### src/rtl/bit_clear_unit.sv
module bit_clear_unit (
  input  logic        clk,
  input  logic        rst_n,
  input  logic        in_valid,
  output logic        in_ready,
  input  logic [31:0] operand,
  input  logic [7:0]  imm_bitnum,
  input  logic [31:0] reg_bitnum,
  input  logic        src_is_reg,
  input  logic        dst_is_reg,
  input  logic [4:0]  cc_in,
  output logic        out_valid,
  input  logic        out_ready,
  output logic [31:0] result,
  output logic [4:0]  cc_out
);
  localparam int ZBIT = 2;

  logic [7:0]  bitnum;
  logic [4:0]  idx;
  logic        tested;
  logic [31:0] cleared;
  logic [4:0]  cc_next;
  logic        take;

  assign bitnum   = src_is_reg ? reg_bitnum[7:0] : imm_bitnum;
  assign idx      = dst_is_reg ? bitnum[4:0] : {2'b00, bitnum[2:0]};
  assign tested   = operand[idx];
  assign cleared  = operand & ~(32'd1 << idx);
  assign cc_next  = {cc_in[4:ZBIT+1], ~tested, cc_in[ZBIT-1:0]};
  assign in_ready = !out_valid || out_ready;
  assign take     = in_valid && in_ready;

  always_ff @(posedge clk or negedge rst_n) begin
    if (!rst_n) begin
      out_valid <= 1'b0;
      result    <= '0;
      cc_out    <= '0;
    end else begin
      if (take) begin
        result <= cleared;
        cc_out <= cc_next;
      end
      if (take) out_valid <= 1'b1;
      else if (out_ready) out_valid <= 1'b0;
    end
  end
endmodule


### config.mk
export PLATFORM = sky130hd
export DESIGN_NAME = bit_clear_unit
export DESIGN_NICKNAME = d
export VERILOG_FILES = /design/src/rtl/bit_clear_unit.sv
export SDC_FILE = /design/constraint.sdc
export NUM_CORES = 1
export LEC_CHECK = 0
export ABC_AREA = 1
export ABC_CLOCK_PERIOD_IN_PS = 1350
export BUFFER_PORTS_ARGS = -buffer_cell sky130_fd_sc_hd__buf_2
export CORE_UTILIZATION = 45
export DETAILED_ROUTE_END_ITERATION = 6
export GPL_TIMING_DRIVEN = 0
export HOLD_SLACK_MARGIN = 0.02
export PLACE_DENSITY = 0.79
export RECOVER_POWER = 100
export SLEW_MARGIN = 20
export SYNTH_ARGS = -nofsm -noshare
export SYNTH_HDL_FRONTEND = slang
export SYNTH_SLANG_ARGS = --single-unit
### constraint.sdc
create_clock -name clk -period 1.35 [get_ports clk]
set_input_delay 0.0675 -clock clk [delete_from_list [all_inputs] [get_ports clk]]
set_output_delay 0.0675 -clock clk [all_outputs]
set_load 0.05 [all_outputs]
After elaboration in Yosys (flattened, before gate mapping) --
Cells that the tools add are included. Widths: inputs -> output; s select.
Word-level totals: register bits 38, latch bits 0, bits in writable memories 0, memory bits (read-only) 0, word-level logic and storage cells 18, memories kept 0
Operators by class: add/subtract/negate cells 0, multipliers 0, divide/modulo/power cells 0, magnitude comparators 1, equal/unequal tests 0, shift operators 1, multiplexer cells 6, bitwise logic cells 3, reductions and logical operators 4
Operator list (number):
- $and 32x32->32 | 1
- $not 32->32 | 1
- $shl 1x5->32 const A | 1
- $mux 5 | 2
- $lt 5x6->1 const B | 1
- $bmux 1 s5 | 1
- $mux 1 | 3
- $reduce_bool 2->1 | 1
- $logic_and 1x1->1 | 1
- $logic_not 1->1 | 1
- $logic_or 1x1->1 | 1
- $not 1->1 | 1

Longest topological paths before layout --
Gate-level depths: netlist (run 1).
depth after elaboration 5, mapped depth 13, depth with buffers taken out 11

Least setup slack after synthesis (run 1) --
OpenSTA, ideal clock, no wires.
path kind reg2reg, start point reg out_valid, end point reg out_valid, arrival time 1.805 ns, setup slack -0.594 ns, cell stages (with the launch flop) 6, buffers on the path 2, clock period less this slack 1.944 ns, cells stage by stage dfrtp_1 nand2_1 nand2_1 buf_2 clkbuf_1 nand2_1
On the way: word-level cells in the longest chain between the ends 4, elaborated cells on any way between the ends 5, those cells by class mux: 1; reduce/logical: 4
RTL lines:
- start: declaration | line 12 | output logic out_valid,
- start signal: assignment | line 36 | out_valid <= 1'b0;
- start signal: assignment | line 44 | if (take) out_valid <= 1'b1;
- start signal: assignment | line 45 | else if (out_ready) out_valid <= 1'b0;
- $logic_not 1->1 (*) | line 31 | assign in_ready = !out_valid || out_ready;
- $logic_or 1x1->1 (*) | line 31
- named net in_ready | line 5 | output logic in_ready,
- $logic_and 1x1->1 (*) | line 32 | assign take = in_valid && in_ready;
- $mux 1 / $reduce_bool 2->1 (equally long branches)
Mark *: on every way through the listed nets, which the timed path passes. The rest lies on a longest branch. A chain may end at the register's enable or synchronous reset.

Final worst setup path (run 1) --
start point in src_is_reg, end point reg result[29]
On the way: word-level cells in the longest chain between the ends 5
RTL lines:
- start: declaration | line 9 | input logic src_is_reg,
- $mux 5 | line 26 | assign bitnum = src_is_reg ? reg_bitnum[7:0] : imm_bitnum;
- $mux 5 | line 27 | assign idx = dst_is_reg ? bitnum[4:0] : {2'b00, bitnum[2:0]};
- $shl 1x5->32 | line 29 | assign cleared = operand & ~(32'd1 << idx);
- $not 32->32 | line 29
- $and 32x32->32 | line 29
- end signal: assignment | line 41 | result <= cleared;
- end: declaration | line 14 | output logic [31:0] result,
Every way passes these cells.

==> results.sh, run 1 <==
export IMPL_wl_um=6810
export IMPL_post_dp_hpwl_um=4850
export IMPL_antenna_left=0
export IMPL_hold_ws_ns=0.0212
export IMPL_min_period_ns=1.32
export IMPL_drive_gt1_frac=0.200
export IMPL_finalClockSkew_ns=0.0136
export IMPL_hp_start="operand[16]"
export IMPL_holdPathEnd="result[16]$_DFFE_PN0P_"
export IMPL_initial_core_util=0.477
export IMPL_setup_tns_ns=0
export IMPL_clk_pin_slew_ns=0.08
export IMPL_switching_share=0.395
export IMPL_rr_startpoint="out_valid$_DFFE_PN0P_"
export IMPL_synth_distinct_cells=19
export IMPL_max_freq_ghz=0.756
export IMPL_ir_drop_uv=778
export IMPL_r2r_slack_ns=0.09
export IMPL_worst_pin_slew_ns=0.933
export IMPL_avgSynthCellArea_um2=6.77
export IMPL_cts_max_level=2
export IMPL_synth_seq_cells=38
export IMPL_clockBufferDepth=2
export IMPL_report_final_slew_viol_count=0
export IMPL_die_area_um2=5390
export IMPL_grt_use_total=0.271
export IMPL_root_buffer="clkbuf_8"
export IMPL_avgRoutedWirePerCell_um=13.0
export IMPL_syn2layout_area_growth_pct=37.8
export IMPL_remaining_drc_errors=0
export IMPL_total_power_mw=4.05
export IMPL_cts_sinks=38
export IMPL_crit_arrival_ns=1.50
export IMPL_initialDrtViolationCount=176
export IMPL_maxSlewHeadroom=0.378
export IMPL_grt_pass1_vias=2513
export IMPL_ys_seq_area_frac=0.414
export IMPL_diodes=0
export IMPL_min_path_type="in2reg"
export IMPL_crit_path_end_kind="flop"
export IMPL_clk_insertion_delay_late_ns=0.30
export IMPL_nets=538
export IMPL_numCtsBuffers=5
export IMPL_finalSetupViolations=0
export IMPL_post_place_ws_ns=-0.304
export IMPL_io_pins=122
export IMPL_dp_cells=495
export IMPL_cts_tree="yes"
export IMPL_finalHoldViolCount=0
export IMPL_holdPathStages=3
export IMPL_rsz0062_at_grt="no"
export IMPL_overflow=0
export IMPL_intPower_mw=2.45
export IMPL_cp_max_fo=9
export IMPL_p_per_area_nw_per_um2=1280
export IMPL_setup_slack_ns=0.0267
export IMPL_startpoint_type="input port"
export IMPL_drt_pass1_iterations=4
export IMPL_switchingPower_mw=1.60
export IMPL_fp_dieH_um=73.4
export IMPL_num_rows=25
export IMPL_antenna_found_initial=0
export IMPL_cts_setup_buffers=0
export IMPL_vias=2577
export IMPL_viasPerCell=4.93
export IMPL_syn_area_um2=2300
export IMPL_p_leak_nw=1.72
export IMPL_grt_pass1_wl_um=11000
export IMPL_die_w_um=73.4
export IMPL_core_um2=4820
export IMPL_seqPwrFrac=0.344
export IMPL_cap_violations=0
export IMPL_grt_max_degree=39
export IMPL_finalCritPeriodShare=0.980
export IMPL_io_buffers=89
export IMPL_gp_congestion=0.942
export IMPL_p_comb_frac=0.359
export IMPL_final_cell_count_no_fill=523
export IMPL_p_clk_frac=0.297
export IMPL_syn_nets=422
export IMPL_ff2ff_path_depth=6
export IMPL_rr_endpoint="result[17]$_DFFE_PN0P_"
export IMPL_critical_path_class="in2reg"
export IMPL_required_ns=1.53
export IMPL_syn_inst=339
export IMPL_synth_warning_count=0
export IMPL_status="finished clean"
power by group through the flow:
stage / registers [mW] / logic, mW / clock network [mW]
2_1_floorplan: 1.99 / 0.462 / 0
3_3_place_gp: 1.40 / 1.43 / 0
3_5_place_dp: 1.40 / 1.45 / 0
4_1_cts: 1.39 / 1.50 / 1.22
5_1_grt: 1.41 / 1.57 / 1.26
6_report: 1.39 / 1.46 / 1.20
flip-flops by register name, summed over array words and instances (netlist names):
name       cells
result        32
cc_out         5
out_valid      1
critical path, stage by stage:
cell and delay, ns:
buf_6 0.12, inv_2 0.07, nand2_1 0.07, nand2_1 0.23
nor2_1 0.17, inv_1 0.06, nor2_1 0.38, nand3_1 0.17
nand3_1 0.12, nand2_1 0.05
worst max-delay path by stage:
stage | startpoint | to | slack [ns] | depth (start not counted)
after floorplan | out_valid$_DFFE_PN0P_ | result[10]$_DFFE_PN0P_ | 0.01 | 6
after global placement | src_is_reg | result[29]$_DFFE_PN0P_ | -0.28 | 7
after detailed placement | src_is_reg | result[29]$_DFFE_PN0P_ | -0.30 | 7
after CTS | src_is_reg | result[29]$_DFFE_PN0P_ | 0.01 | 7
after global routing | out_valid$_DFFE_PN0P_ | cc_out[1]$_DFFE_PN0P_ | 0.002 | 5
final | src_is_reg | result[29]$_DFFE_PN0P_ | 0.03 | 10
layer usage:
| layer | share of wire | track usage | routed length, um | vias up |
|---|---|---|---|---|
| met4 | 0.015 | 0.0876 | 99 | 0 |
| met1 | 0.45 | 0.346 | 3040 | 1174 |
| met3 | 0.066 | 0.0562 | 448 | 11 |
| met2 | 0.47 | 0.460 | 3220 | 97 |
| li1 | - | - | - | 1295 |
| met5 | 0 | 0 | 0 | - |
through the flow:
step / utilization / area [um^2]
2_1_floorplan: - / 2330
3_3_place_gp: 0.593 / 2860
3_5_place_dp: 0.593 / 2860
4_1_cts: 0.664 / 3200
5_1_grt: 0.657 / 3160
6_report: 0.657 / 3160
cell usage after synthesis (all sizes together):
master,count,area [um^2]
nand3b,4,30.0
buf,12,83.8
dfrtp,38,951
inv,39,146
clkbuf,3,11.3
nor3,2,32.5
nor2,16,70.1
nand3,81,405
o21ai,7,38.8
nand2,137,527
layout by cell type, fill, tap and decap left out, types with 3 or more instances in the layout:
cell	netlist	layout
nand2_1	134	133
clkbuf_4	0	3
buf_2	4	55
inv_2	6	5
dfrtp_1	38	37
nand3b_1	4	4
buf_6	4	4
nand3_1	81	81
clkbuf_8	0	6
o21ai_0	4	4
clkbuf_2	0	3
dlygate4sd3_1	0	20
inv_1	33	33
nor2_1	12	15
clkbuf_1	3	36
buf_4	1	3
layout make-up:
class                           instances  area [um^2]
Buffer                                 15          114
Clock buffer                            6         82.6
Clock inverter                          2         60.1
Fill cell                             470         1650
Inverter                               39          149
Multi-Input combinational cell        247         1120
Sequential cell                        38          952
Tap cell                               67         83.8
Timing Repair Buffer                  109          602
kinds of logic (layout without fill, tap and decap cells):
group	after synthesis	count (layout)	share of synthesized area
AO/OA/AOI/OAI	7	7	0.0169
flip-flops	38	38	0.414
AND/OR/NAND/NOR	240	240	0.464
buffers and inverters	54	171	0.105
what timing repair did:
action | 4_1_cts | 5_1_grt
hold buffers | 20 | 0
setup endpoints to repair | 0 | 8
gates resized for setup | 0 | 5
endpoints found under the hold margin | 57 | 0
(Power assumes the default switching activity.)
==> run 2, diff against run 1 <==
- CELL_PAD_IN_SITES_DETAIL_PLACEMENT: default -> 2
- CELL_PAD_IN_SITES_GLOBAL_PLACEMENT: default -> 2
- CORE_UTILIZATION: 45 -> 22
- PLACE_DENSITY: 0.79 -> 0.78
==> run 2 against run 1 <==
Effect of this change: sequential power about the same; critical path depth down 4; clock-buffer cell count up 2; sequential cell count unchanged; hold slack worse by 0.00074 ns; critical path type is now reg2reg; clock power down 20%; global-route usage down 9.2 points; routed wire length up 37%; clock skew down 0.0070 ns; utilization down 34 points; fmax up 4.0%; combinational power up 3%.
==> results.sh, run 2 (synthesis gave the netlist of run 1 again) <==
export IMPL_switchingPower_mw=1.68
export IMPL_final_cell_count_no_fill=583
export IMPL_num_rows=36
export IMPL_finalClockSkew_ns=0.00663
export IMPL_io_pins=122
export IMPL_cts_max_level=2
export IMPL_syn2layout_area_growth_pct=38.1
export IMPL_top_layer="met4"
export IMPL_cap_violations=0
export IMPL_clk_pin_slew_ns=0.08
export IMPL_initial_core_util=0.231
export IMPL_place_area_um2=2940
export IMPL_dp_cells=561
export IMPL_grt_use_total=0.179
export IMPL_intPower_mw=2.18
export IMPL_final_cell_mix="nand2_1 (132), nand3_1 (81), buf_2 (55)"
export IMPL_critical_path_class="reg2reg"
export IMPL_dr_wl_met2_um=4800
export IMPL_regMostFlops="result"
export IMPL_grt_max_degree=39
export IMPL_worst_pin_slew_ns=0.906
export IMPL_drive_gt1_frac=0.227
export IMPL_maxSlewHeadroom=0.396
export IMPL_vias=2643
export IMPL_crit_path_end_kind="flop"
export IMPL_crit_arrival_ns=1.46
export IMPL_wl_met3_um=333
export IMPL_p_per_area_nw_per_um2=1220
export IMPL_max_freq_ghz=0.786
export IMPL_min_path_type="in2reg"
export IMPL_cts_sinks=38
export IMPL_antenna_left=0
export IMPL_core_um2=9950
export IMPL_p_comb_frac=0.389
export IMPL_seqPwrFrac=0.362
export IMPL_die_area_um2=10800
export IMPL_setup_slack_ns=0.0771
export IMPL_largest_reg_flops=32
export IMPL_diodes=0
export IMPL_avgRoutedWirePerCell_um=16.0
export IMPL_finalHoldViolCount=0
export IMPL_grt_pass1_wl_um=15200
export IMPL_rsz0062_at_grt="no"
export IMPL_wl_um=9320
export IMPL_initialDrtViolationCount=76
export IMPL_status="finished clean"
export IMPL_antenna_found_initial=0
export IMPL_io_buffers=89
export IMPL_root_buffer="clkbuf_8"
export IMPL_drt_pass1_iterations=4
export IMPL_die_w_um=104
export IMPL_p_leak_nw=1.70
export IMPL_post_place_ws_ns=-0.380
export IMPL_report_final_slew_viol_count=0
export IMPL_required_ns=1.54
export IMPL_p_clk_frac=0.249
export IMPL_routedLengthMet1_um=4030
export IMPL_setup_tns_ns=0
export IMPL_post_dp_hpwl_um=7070
export IMPL_cts_tree="yes"
export IMPL_final_core_util=0.319
export IMPL_gp_congestion=0.854
export IMPL_grt_pass1_vias=2992
export IMPL_reg_top3="result x32, cc_out x5, out_valid x1"
export IMPL_remaining_drc_errors=0
export IMPL_clockBufferDepth=2
export IMPL_ir_drop_uv=499
export IMPL_finalSetupViolations=0
export IMPL_numCtsBuffers=5
export IMPL_clk_insertion_delay_late_ns=0.30
export IMPL_nets=532
export IMPL_viasPerCell=4.53
export IMPL_finalCritPeriodShare=0.943
export IMPL_switching_share=0.435
export IMPL_startpoint_type="flop"
export IMPL_layout_commonest_cell="nand2_1"
export IMPL_overflow=0
export IMPL_postLayoutCellArea_um2=3170
export IMPL_fillers=1223
export IMPL_cts_setup_buffers=0
export IMPL_min_period_ns=1.27
export IMPL_cp_max_fo=10
export IMPL_fp_dieH_um=104
run 2: area by class of cell:
cell class	count	area (um^2)	area share
buffer	15	115	0.0363
timing repair buffer	103	551	0.174
multi-input combinational	247	1130	0.356
sequential	38	952	0.300
inverter	39	149	0.0470
clock buffer	8	110	0.0347
tap	133	166	0.0525
run 2: worst paths after layout:
kind / startpoint / to / slack, ns / depth (start not counted)
max: out_valid$_DFFE_PN0P_ / result[9]$_DFFE_PN0P_ / 0.08 / 6
min: operand[24] / result[24]$_DFFE_PN0P_ / 0.02 / 3
max reg2reg: out_valid$_DFFE_PN0P_ / result[9]$_DFFE_PN0P_ / 0.08 / 6
min reg2reg: result[4]$_DFFE_PN0P_ / result[4]$_DFFE_PN0P_ / 0.49 / 2
max in group asynchronous: rst_n / out_valid$_DFFE_PN0P_ / 0.29 / 2
min in group asynchronous: rst_n / result[5]$_DFFE_PN0P_ / 0.45 / 2
run 2: layer usage:
metal  vias up  global-route usage
li1       1283                   -
met4         0              0.0561
met1      1287               0.212
met2        60               0.326
met3        13              0.0338
met5         -                   0
run 2: power groups by stage:
| stage | Combinational, mW | Sequential (mW) | Clock (mW) |
|---|---|---|---|
| detailed placement | 1.51 | 1.41 | 0 |
| floorplan | 0.462 | 1.99 | 0 |
| finish | 1.50 | 1.40 | 0.960 |
| global placement | 1.47 | 1.41 | 0 |
| CTS | 1.55 | 1.39 | 0.985 |
| global route | 1.62 | 1.42 | 1.03 |
run 2: what timing repair did:
action / CTS / global route
resized for setup: 3 / 7
gates cloned: 0 / 0
endpoints found under the hold margin: 51 / 0
hold buffers: 14 / 0
setup endpoints to repair: 10 / 22
run 2: worst max-delay path, cell delays in order (launching register included):
cell and delay, ns:
dfrtp_2 0.45, nand2_8 0.07, nand2_1 0.11, buf_4 0.20, clkbuf_4 0.20, nand2_1 0.07
nand2_1 0.05
run 2: stage by stage:
stage | power (mW) | hold WS, ns
2_1_floorplan | 2.45 | -0.228
3_3_place_gp | 2.88 | 0.237
3_5_place_dp | 2.92 | 0.251
4_1_cts | 3.93 | 0.0205
5_1_grt | 4.07 | 0.0254
6_report | 3.86 | 0.0205
